`src/rtl/sfs_pkg.sv`:
```
package sfs_pkg;
  localparam logic [7:0] OP_RD_STAT = 8'h05;
  localparam logic [7:0] OP_WR_EN   = 8'h06;

  typedef enum logic [1:0] {
    PH_CMD,
    PH_STAT,
    PH_WREN,
    PH_SKIP
  } phase_e;

  function automatic logic [7:0] pack_status(input logic tb, input logic [3:0] bp,
                                             input logic wel, input logic wip);
    return {1'b0, bp[3], tb, bp[2:0], wel, wip};
  endfunction
endpackage

```
`src/rtl/sfs_spi_front.sv`:
```
module sfs_spi_front
  import sfs_pkg::*;
(
  input  logic       clk_i,
  input  logic       rst_ni,
  input  logic       cs_ni,
  input  logic       sck_i,
  input  logic       mosi_i,
  input  logic [7:0] status_i,
  output logic       miso_o,
  output logic       miso_oe_o,
  output logic       wren_o
);
  logic [2:0] cs_q, sck_q;
  logic [1:0] mosi_q;
  logic       cs_s, cs_d, sck_rise, sck_fall, mosi_s;
  phase_e     phase;
  logic [2:0] bit_cnt;
  logic [6:0] cmd_sh;
  logic [7:0] tx_sh;
  logic [7:0] cmd_full;

  always_ff @(posedge clk_i or negedge rst_ni) begin
    if (!rst_ni) begin
      cs_q   <= 3'b111;
      sck_q  <= 3'b000;
      mosi_q <= 2'b00;
    end else begin
      cs_q   <= {cs_q[1:0], cs_ni};
      sck_q  <= {sck_q[1:0], sck_i};
      mosi_q <= {mosi_q[0], mosi_i};
    end
  end

  assign cs_s     = cs_q[1];
  assign cs_d     = cs_q[2];
  assign sck_rise = sck_q[1] & ~sck_q[2];
  assign sck_fall = ~sck_q[1] & sck_q[2];
  assign mosi_s   = mosi_q[1];
  assign cmd_full = {cmd_sh, mosi_s};

  always_ff @(posedge clk_i or negedge rst_ni) begin
    if (!rst_ni) begin
      phase   <= PH_CMD;
      bit_cnt <= '0;
      cmd_sh  <= '0;
      tx_sh   <= '0;
      miso_o  <= 1'b0;
      wren_o  <= 1'b0;
    end else begin
      wren_o <= 1'b0;
      if (cs_s) begin
        // frame end: write-enable only counts after a clean 8-bit opcode
        if (!cs_d && phase == PH_WREN) wren_o <= 1'b1;
        phase   <= PH_CMD;
        bit_cnt <= '0;
      end else begin
        unique case (phase)
          PH_CMD: if (sck_rise) begin
            cmd_sh  <= cmd_full[6:0];
            bit_cnt <= bit_cnt + 3'd1;
            if (bit_cnt == 3'd7) begin
              if (cmd_full == OP_RD_STAT)    phase <= PH_STAT;
              else if (cmd_full == OP_WR_EN) phase <= PH_WREN;
              else                           phase <= PH_SKIP;
            end
          end
          PH_STAT: if (sck_fall) begin
            bit_cnt <= bit_cnt + 3'd1;
            if (bit_cnt == 3'd0) {miso_o, tx_sh} <= {status_i, 1'b0};
            else                 {miso_o, tx_sh} <= {tx_sh, 1'b0};
          end
          PH_WREN: if (sck_rise) phase <= PH_SKIP;
          default: ;
        endcase
      end
    end
  end

  assign miso_oe_o = (phase == PH_STAT) && !cs_s;
endmodule

```
`src/rtl/sfs_prot_decode.sv`:
```
module sfs_prot_decode #(
  parameter int unsigned SECT_W = 9
) (
  input  logic              tb_i,
  input  logic [3:0]        bp_i,
  input  logic [SECT_W-1:0] sector_i,
  output logic              prot_o
);
  logic [SECT_W-1:0] mask;

  // bit i is part of the region index once the region spans fewer than 2^(i+1) sectors
  for (genvar i = 0; i < SECT_W; i++) begin : g_mask
    assign mask[i] = (int'(bp_i) <= i + 1);
  end

  always_comb begin
    if (bp_i == 4'd0)  prot_o = 1'b0;
    else if (tb_i)     prot_o = (sector_i & mask) == '0;
    else               prot_o = (sector_i & mask) == mask;
  end
endmodule

```
`src/rtl/sfs_wr_ctrl.sv`:
```
module sfs_wr_ctrl #(
  parameter int unsigned BUSY_CYCLES = 64,
  localparam int unsigned CNT_W = $clog2(BUSY_CYCLES + 1)
) (
  input  logic clk_i,
  input  logic rst_ni,
  input  logic wren_i,
  input  logic req_i,
  input  logic prot_i,
  output logic wip_o,
  output logic wel_o,
  output logic reject_o
);
  logic [CNT_W-1:0] cnt;
  logic             accept;

  assign accept = req_i && wel_o && !wip_o && !prot_i;

  always_ff @(posedge clk_i or negedge rst_ni) begin
    if (!rst_ni) begin
      wip_o    <= 1'b0;
      wel_o    <= 1'b0;
      reject_o <= 1'b0;
      cnt      <= '0;
    end else begin
      reject_o <= req_i && !accept;
      if (wip_o) begin
        if (cnt == '0) begin
          wip_o <= 1'b0;
          wel_o <= 1'b0;
        end else begin
          cnt <= cnt - 1'b1;
        end
      end else if (accept) begin
        wip_o <= 1'b1;
        cnt   <= CNT_W'(BUSY_CYCLES - 1);
      end else if (wren_i) begin
        wel_o <= 1'b1;
      end
    end
  end
endmodule

```
`src/rtl/sfs_status_unit.sv`:
```
module sfs_status_unit
  import sfs_pkg::*;
#(
  parameter int unsigned NUM_SECTORS = 512,
  parameter int unsigned BUSY_CYCLES = 64,
  localparam int unsigned SECT_W = $clog2(NUM_SECTORS)
) (
  input  logic              clk_i,
  input  logic              rst_ni,
  input  logic              spi_cs_ni,
  input  logic              spi_sck_i,
  input  logic              spi_mosi_i,
  output logic              spi_miso_o,
  output logic              spi_miso_oe_o,
  input  logic              prot_tb_i,
  input  logic [3:0]        prot_bp_i,
  input  logic              op_req_i,
  input  logic [SECT_W-1:0] op_sector_i,
  output logic              op_reject_o,
  output logic              wip_o,
  output logic              wel_o
);
  logic       wren;
  logic       prot;
  logic [7:0] status;

  assign status = pack_status(prot_tb_i, prot_bp_i, wel_o, wip_o);

  sfs_spi_front u_front (
    .clk_i    (clk_i),
    .rst_ni   (rst_ni),
    .cs_ni    (spi_cs_ni),
    .sck_i    (spi_sck_i),
    .mosi_i   (spi_mosi_i),
    .status_i (status),
    .miso_o   (spi_miso_o),
    .miso_oe_o(spi_miso_oe_o),
    .wren_o   (wren)
  );

  sfs_prot_decode #(.SECT_W(SECT_W)) u_prot (
    .tb_i    (prot_tb_i),
    .bp_i    (prot_bp_i),
    .sector_i(op_sector_i),
    .prot_o  (prot)
  );

  sfs_wr_ctrl #(.BUSY_CYCLES(BUSY_CYCLES)) u_wr (
    .clk_i   (clk_i),
    .rst_ni  (rst_ni),
    .wren_i  (wren),
    .req_i   (op_req_i),
    .prot_i  (prot),
    .wip_o   (wip_o),
    .wel_o   (wel_o),
    .reject_o(op_reject_o)
  );
endmodule

```
`config.mk`:
```
export PLATFORM = sky130hd
export DESIGN_NAME = sfs_status_unit
export DESIGN_NICKNAME = d
export VERILOG_FILES = /design/src/rtl/sfs_pkg.sv /design/src/rtl/sfs_spi_front.sv /design/src/rtl/sfs_prot_decode.sv /design/src/rtl/sfs_wr_ctrl.sv /design/src/rtl/sfs_status_unit.sv
export SDC_FILE = /design/constraint.sdc
export NUM_CORES = 1
export LEC_CHECK = 0
export BUFFER_PORTS_ARGS = -buffer_cell sky130_fd_sc_hd__buf_2
export CAP_MARGIN = 20
export CORE_UTILIZATION = 38
export CTS_CLUSTER_DIAMETER = 50
export DETAILED_ROUTE_END_ITERATION = 16
export PLACE_DENSITY_LB_ADDON = 0.1
export SLEW_MARGIN = 40
export SYNTH_ARGS = -nofsm -noshare
export SYNTH_HDL_FRONTEND = slang
export SYNTH_SLANG_ARGS = --single-unit
```
`constraint.sdc`:
```
create_clock -name clk_i -period 4.19 [get_ports clk_i]
set_clock_uncertainty 0.1 [all_clocks]
set_input_delay 0.2095 -clock clk_i [delete_from_list [all_inputs] [get_ports clk_i]]
set_output_delay 0.2095 -clock clk_i [all_outputs]
set_load 0.005 [all_outputs]
```
; ---- After elaboration in Yosys (flattened, before gate mapping)
; Index checks and enable logic that the tools add are counted.
; Widths: inputs -> output; s select.
[classes]
n_addsub = 2
magnitude_cmp = 9
n_eq_ne = 13
muxes = 27
bitwise_logic = 6
reduce_logical = 26
[ops]
columns = op, count
row1 = $mux 7, 3
row2 = $eq 8x3->1 const B, 2
row3 = $le 4x3->1 const B, 4
row4 = $mux 1, 13
row5 = $ne 3x1->1 const B, 4
row6 = $reduce_and 3->1, 4
row7 = $mux 2, 5
row8 = $and 9x9->9, 1
row9 = $eq 9x9->1, 1
row10 = $logic_not 9->1, 1
row11 = $mux 3, 3
row12 = $le 4x2->1 const B, 2
row13 = $le 4x4->1 const B, 2
row14 = $mux 8, 1
row15 = $logic_not 7->1, 1
row16 = $sub 7x1->7 const B, 1
row17 = $logic_and 1x1->1, 6
row18 = $pmux 3 s2, 1
row19 = $reduce_bool 3->1, 2
row20 = $logic_not 1->1, 5
row21 = $le 4x1->1 const B, 1
row22 = $logic_not 4->1, 1
row23 = $ne 2x2->1 const B, 2
row24 = $pmux 2 s2, 1
row25 = other kinds (12), 16
[word_totals]
reg_bits = 40
inputBits = 20
output_inout_bits = 5
word_cells = 96

; ---- Longest topological paths before layout
; Gate-level depths: netlist of the first run.
[depth]
word_depth = 9
mapped_depth = 8
ltp_nobuf = 8

; ---- By module
; A second synthesis of the first run with hierarchy kept.
[unflattened]
cells_unflattened = 178
area_unflattened_um2 = 2009.4
[modules_own_cells]
columns = module, n_inst, cells_per_inst, area_each_um2, seq_area_each_um2
row1 = sfs_spi_front, 1, 90, 1281.2, 729.4
row2 = sfs_wr_ctrl, 1, 50, 509.2, 250.2
row3 = sfs_prot_decode, 1, 37, 215.2, 0.0
row4 = sfs_status_unit, 1, 1, 3.8, 0.0

; ---- Least setup slack after synthesis of the first run
; Ideal clock, no wire load.
[synth_timing]
kind = register to register
start = reg u_wr.cnt[0]
end = reg u_wr.cnt[5]
setup_time_ps = 133
arrival_ps = 1619
required_time_ps = 3957
setup_slack_ps = 2337
stages_incl_launch_ff = 9
path_buffers = 0
synth_period_minus_slack_ps = 1853
path_cell_list = dfrtp_1 > inv_1 > ha_1 > nand2b_1 > o31ai_2 > or4_1 > nor3_1 > xnor2_1 > nand2_1
[synth_between]
elab_chain_len = 3
word_cells_on_any_way = 6
classes_between = 1 x add/sub / 1 x eq/ne / 2 x mux / 2 x reduce/logical
[synth_rtl]
columns = element, line_no
row1 = "start, declared", sfs_wr_ctrl.sv:14  ; logic [CNT_W-1:0] cnt;
row2 = "start signal, assigned", sfs_wr_ctrl.sv:32  ; cnt <= cnt - 1'b1;
row3 = "start signal, assigned", sfs_wr_ctrl.sv:36  ; cnt <= CNT_W'(BUSY_CYCLES - 1);
row4 = $sub 7x1->7 or $logic_not 7->1 (tied branches), "sfs_wr_ctrl.sv:32, sfs_wr_ctrl.sv:28"
row5 = $mux 7 or $ne 2x2->1 (tied branches), n/a
row6 = $mux 7 or $reduce_and 2->1 (tied branches), n/a
; Parallel ways exist; a longest one is shown, timed or not. The select of a mux whose other input is x is not followed.
; A chain may end at the register's enable or synchronous reset.

; ---- Final worst setup path of the first run
; Ends and elaborated chain as after synthesis.

==> flow_summary.yaml, run 1 <==
worst_setup_path:
  path_buf_inv: 1
  worst_ep_required_time_ns: 4.26
  max_stage_delay_ns: 0.46
  path_cells: "inv_1 -> ha_1 -> nand2b_1 -> o31ai_2 -> or4_1 -> nor3_1 -> xnor2_1 -> nand2_1"
  worst-path-max-fanout: 6
  crit_slowest_cell: "or4_1"
  critical_path.top_delay_family: "simple AND/OR/NAND/NOR gates"
  critPathLaunchType: "flip-flop"
  worst_ep_arrival_time_ns: 2.08
  crit_type: "flip-flop to flip-flop"
  crit_path_end_kind: "flip-flop"
layout:
  layout.nets: 228
  drive_gt1_share_pct: 23.9
  multiInputGateArea_sq_um: 826
  areaGrowthSynthToFinish_pct: 18.0
  ff_latch_area_sq_um: 980
  fill_cells: 458
  utilization_pct: 46.8
  diodes: 0
timing:
  holdWs_ns: 0.0784
  setup_violations: 0
  hold_viol: 0
  rsz0062_at_grt: "no"
  period_minus_slack_ns: 2.01
  worstMarginPinSlew_ns: 0.500
  fin_setup_tns_ns: 0
  clock.fmax_mhz: 498
  slew_headroom_pct: 66.7
  final.period_utilization_pct: 47.9
  final_max_slew_viol_count: 0
synth:
  synth_top_area_cell: "dfrtp_1"
  netlist_top_cells_count: "36 x dfrtp_1, 18 x nor2_1, 17 x nand2_1, 11 x o21ai_0, 10 x inv_1"
  yosys.cell_count.top_type: "dfrtp_1"
  netlist_instances: 175
  ys.flop_type: "dfrtp_1"
  synthDistinctLibCells: 43
  syn-num-nets: 199
  synth.area.top_cells: "dfrtp_1 48%, mux2i_1 4.2%, dfstp_2 4.2%"
  avgSynthCellArea_sq_um: 10.8
  ys_seq_area_share_pct: 52.0
  synth_edf_count: 0
  yosysWarnings: 0
  synth_top_area_share_pct: 47.8
  synth_seq_cells: 39
  synthArstFlopShare_pct: 100
  syn_area_sq_um: 1890
cts:
  cts.sinks: 39
  worstSkewPairLatency_ns: 0.29
  cts.htree.levels: 2
  cts_setup_buffers: 0
  cts-buffers-inserted: 5
  path_clk_slew_ns: 0.08
  cts_tree: "done"
  cts-root-buf: "clkbuf_8"
  cts_buffer_depth: 2
detailed_routing:
  vias: 1354
  dr.pass1.iters: 3
  routed_via_density: 4.98
  wire_per_inst_um: 13.0
  drc_errors: 0
  antenna_left: 0
  drt_wl_total_mm: 3.52
  drt_iter0_drc: 28
placement:
  place_hpwl_mm: 2.52
  gp_congestion: 0.805
  port_buffers: 24
job:
  maxCapViolCount: 0
min_path:
  hold_class: "input pin to flip-flop"
floorplanning:
  die_h_um: 72.4
  die_width_um: 72.4
  dieArea_sq_um: 5250
  core_sq_um: 4750
  rows: 25
  start_util_pct: 39.7
  io_pins: 25
global_route:
  grt_antenna_before_repair: 0
  grt_pass1_wl_mm: 6.07
  grt-ovfl-total: 0
  grt_pass1_vias: 1373
  grt_max_degree: 40
  grt_usage_pct: 15.2
power_and_ir_drop:
  total_power_mw: 0.901
  powerDensity_nw_per_um2: 405
  leakage_nw: 1.01
  peakVddDrop_mv: 0.216
run_status:
  status: "completed"
==> power breakdown <==
| part | internal (mW) | total (mW) | leakage, nW | switching [mW] |
|---|---|---|---|---|
| clock | 0.237 | 0.372 | 0.0644 | 0.134 |
| sequential | 0.410 | 0.432 | 0.463 | 0.0215 |
| combinational | 0.0517 | 0.0970 | 0.483 | 0.0453 |
==> registers in the layout, indices dropped and copies added, names as in the netlist <==
signal           cells
u_wr.wip_o           1
u_front.tx_sh        7
u_front.wren_o       1
u_wr.cnt             7
u_front.cs_q         3
u_front.phase        2
u_wr.wel_o           1
u_front.sck_q        3
u_front.mosi_q       2
u_front.bit_cnt      3
u_wr.reject_o        1
u_front.miso_o       1
u_front.cmd_sh       7
==> metrics by stage <==
step           instances  worst slack (ns)  area (sq um)
6_report             272              2.18          2230
5_1_grt              272              2.00          2230
4_1_cts              272              2.18          2230
3_5_place_dp         260              2.18          2050
3_3_place_gp         260              2.28          2050
2_1_floorplan        175              2.34          1890
==> cell type report <==
| cell class | instances | share of cell area, % |
|---|---|---|
| Clock buffer | 5 | 3.09 |
| Clock inverter | 3 | 3.04 |
| Sequential cell | 39 | 44.0 |
| Tap cell | 67 | 3.77 |
| Timing Repair Buffer | 28 | 7.31 |
| Inverter | 10 | 1.69 |
| Multi-Input combinational cell | 120 | 37.1 |
==> timing repair <==
item / CTS / global route
hold buffers: 4 / 0
hold endpoints to repair: 39 / 0
gates resized for setup: 0 / 0
==> layout by cell type (no fill, tap or decap), types with 2 or more instances in the layout <==
| cell type | count |
|---|---|
| mux2i_1 | 8 |
| bufinv_16 | 2 |
| a21o_1 | 2 |
| dfrtp_1 | 36 |
| mux2_2 | 7 |
| and2_1 | 2 |
| nand2_1 | 17 |
| nor2b_1 | 2 |
| a211oi_1 | 2 |
| ha_1 | 4 |
| a21oi_1 | 7 |
| o211ai_1 | 3 |
| dlygate4sd3_1 | 4 |
| nor3_1 | 4 |
| buf_2 | 23 |
| xnor2_1 | 4 |
| nand2b_1 | 4 |
| clkbuf_8 | 5 |
| o21ai_0 | 11 |
| or4_1 | 2 |
| o21a_1 | 3 |
| a22oi_2 | 2 |
| dfstp_2 | 3 |
| nor2_1 | 18 |
| inv_1 | 10 |
==> worst register-to-register path, delay by kind of cell (launching register included) <==
family / cells / cell delay (ns)
compound gates: 1 / 0.12
xor+xnor: 1 / 0.15
fa+ha+maj: 1 / 0.22
buf+inv: 1 / 0.06
flops: 1 / 0.37
simple gates: 4 / 0.87
==> routing by layer <==
layer	up-vias	routed length [um]	track usage [%]
met4	0	59	6.54
met5	-	0	0
li1	665	-	-
met1	659	1590	17.7
met3	6	125	4.17
met2	24	1750	26.1
==> logic make-up after synthesis <==
| group | share of synthesized area, % |
|---|---|
| AO/OA/AOI/OAI | 15.1 |
| XOR/XNOR | 2.32 |
| adder cells (fa/ha/maj) | 3.25 |
| buffers and inverters | 4.25 |
| flip-flops | 52.0 |
| multiplexers | 8.43 |
| AND/OR/NAND/NOR | 14.7 |
==> final timing paths <==
check / endpoint / slack (ns) / cells after the start / from
min in group asynchronous: u_wr.reject_o / 0.32 / 2 / rst_ni
min reg2reg: u_front.sck_q[1] / 0.25 / 0 / u_front.sck_q[0]
max in group asynchronous: u_front.cs_q[2] / 3.30 / 2 / rst_ni
min: u_wr.reject_o / 0.08 / 2 / op_req_i
max: u_wr.cnt[5] / 2.18 / 8 / u_wr.cnt[0]
max reg2reg: u_wr.cnt[5] / 2.18 / 8 / u_wr.cnt[0]
No activity file was read; power rests on OpenSTA's default activity.
==> run 2, diff against run 1 <==
Clock period 4.19 ns to 1.9 ns, I/O delays scaled along.
==> flow_summary.yaml, run 2 (synthesized netlist as in run 1, its figures left out) <==
run_status:
  status: "completed"
cts:
  cts.sinks: 39
  cts_tree: "done"
  cts-buffers-inserted: 5
  cts_buffer_depth: 2
  path_clk_slew_ns: 0.08
  cts-root-buf: "clkbuf_8"
  worstSkewPairLatency_ns: 0.30
  cts.htree.levels: 2
worst_setup_path:
  worst_ep_required_time_ns: 1.96
  critPathCapture: "u_wr.cnt[5]"
  crit_type: "flip-flop to flip-flop"
  r2r_cells: 8
  path_buf_inv: 1
  critPathLaunchType: "flip-flop"
  worst-path-max-fanout: 2
  crit_slowest_cell: "or4_4"
  crit_start: "u_wr.cnt[0]"
  cp.depth: 8
  r2r_start: "u_wr.cnt[0]"
  rr_endpoint: "u_wr.cnt[5]"
  path_cells: "inv_1 -> ha_2 -> nand2b_1 -> o31ai_2 -> or4_4 -> nor3_4 -> xnor2_2 -> nand2_1"
  worst_ep_arrival_time_ns: 1.87
  r2r_slack_ns: 0.1
  max_stage_delay_ns: 0.44
  crit_path_end_kind: "flip-flop"
  critical_path.top_delay_family: "simple AND/OR/NAND/NOR gates"
global_route:
  grt_usage_pct: 15.8
  grt_pass1_wl_mm: 6.22
  grt-ovfl-total: 0
  grt_pass1_vias: 1390
  grt_antenna_before_repair: 0
  grt_max_degree: 28
floorplanning:
  start_util_pct: 39.7
  core_sq_um: 4750
  die_width_um: 72.4
  dieArea_sq_um: 5250
  die_h_um: 72.4
  rows: 25
  io_pins: 25
layout:
  largestRegisters: "u_front.cmd_sh x7, u_front.tx_sh x7, u_wr.cnt x7"
  layout_common_cells: "36 x dfrtp_1, 24 x buf_2, 18 x nor2_1"
  areaGrowthSynthToFinish_pct: 20.2
  drive_gt1_share_pct: 28.0
  layout.nets: 237
  final_area_sq_um: 2270
  utilization_pct: 47.7
  final_common_cell: "dfrtp_1"
  diodes: 0
power_and_ir_drop:
  leakage_nw: 1.03
  p_clk_share_pct: 31.7
  power_frac_comb_pct: 12.8
  power_frac_seq_pct: 55.5
  total_power_mw: 1.71
  internal_power_mw: 1.28
  p_sw_share_pct: 25.2
  powerDensity_nw_per_um2: 755
  peakVddDrop_mv: 0.397
  p_switching_mw: 0.431
placement:
  place_area_sq_um: 2080
  port_buffers: 24
  place_hpwl_mm: 2.57
  gp_congestion: 0.772
detailed_routing:
  drt_iter0_drc: 38
  wire_per_inst_um: 12.8
  vias: 1399
  routed_via_density: 4.98
  drc_errors: 0
  antenna_left: 0
  drt_wl_total_mm: 3.60
  dr.pass1.iters: 4
timing:
  setup_violations: 0
  clock.fmax_mhz: 555
  worstMarginPinSlew_ns: 0.616
  final.period_utilization_pct: 94.9
  rsz0062_at_grt: "no"
  hold_viol: 0
  holdWs_ns: 0.0560
  slew_headroom_pct: 58.9
  period_minus_slack_ns: 1.80
  final_max_slew_viol_count: 0
min_path:
  hold_class: "input pin to flip-flop"
job:
  maxCapViolCount: 0
[run 2: cell type report]
cell class	instances	area, sq um
Clock inverter	2	12.5
Fill cell	453	2490
Inverter	10	37.5
Timing Repair Buffer	37	230
Sequential cell	39	980
Multi-Input combinational cell	120	851
Clock buffer	6	72.6
Tap cell	67	83.8
[run 2: worst min-delay path: stages]
cell	delay (ns)
buf_2	0.12
mux2i_1	0.11
o21ai_0	0.09
[run 2: timing repair]
action                                  4_1_cts  5_1_grt
endpoints found under the setup margin        1        2
setup buffers                                 3        0
hold buffers                                  5        0
endpoints found under the hold margin        28        0
pin swaps                                     1        1
gates resized for setup                       3        2
[run 2: how the worst min path moves through the flow]
stage / from / depth (start not counted) / slack (ns) / end
global route: prot_bp_i[0] / 3 / 0.11 / u_front.tx_sh[3]
floorplan: rst_ni / 0 / -0.30 / u_front.bit_cnt[0]
detailed placement: rst_ni / 1 / 0.05 / u_front.tx_sh[7]
global placement: rst_ni / 1 / 0.03 / u_front.tx_sh[5]
finish: prot_tb_i / 3 / 0.06 / u_front.tx_sh[6]
CTS: prot_tb_i / 3 / 0.06 / u_front.tx_sh[6]
[run 2: power groups by stage]
stage,sequential [mW],clock [mW],combinational [mW]
after floorplan,0.952,0,0.150
after global placement,0.963,0,0.205
after detailed placement,0.966,0,0.215
after CTS,0.951,0.562,0.223
after global routing,0.965,0.597,0.244
final,0.950,0.542,0.219
[run 2: metal layers]
metal  global-route usage, %  vias to the layer above  routed length (um)
met2                    26.7                       29                1810
met3                    4.72                        4                 157
met5                       0                        -                   0
li1                        -                      684                   -
met4                    7.19                        0                  45
met1                    18.5                      682                1590
[run 2: through the flow]
| stage | TNS [ns] | instances | setup WS, ns |
|---|---|---|---|
| finish | 0 | 281 | 0.0978 |
| global route | 0 | 281 | 0.00332 |
| CTS | 0 | 281 | 0.00212 |
| detailed placement | -0.0645 | 265 | -0.0645 |
| global placement | 0 | 265 | 0.0581 |
| floorplan | 0 | 175 | 0.0472 |
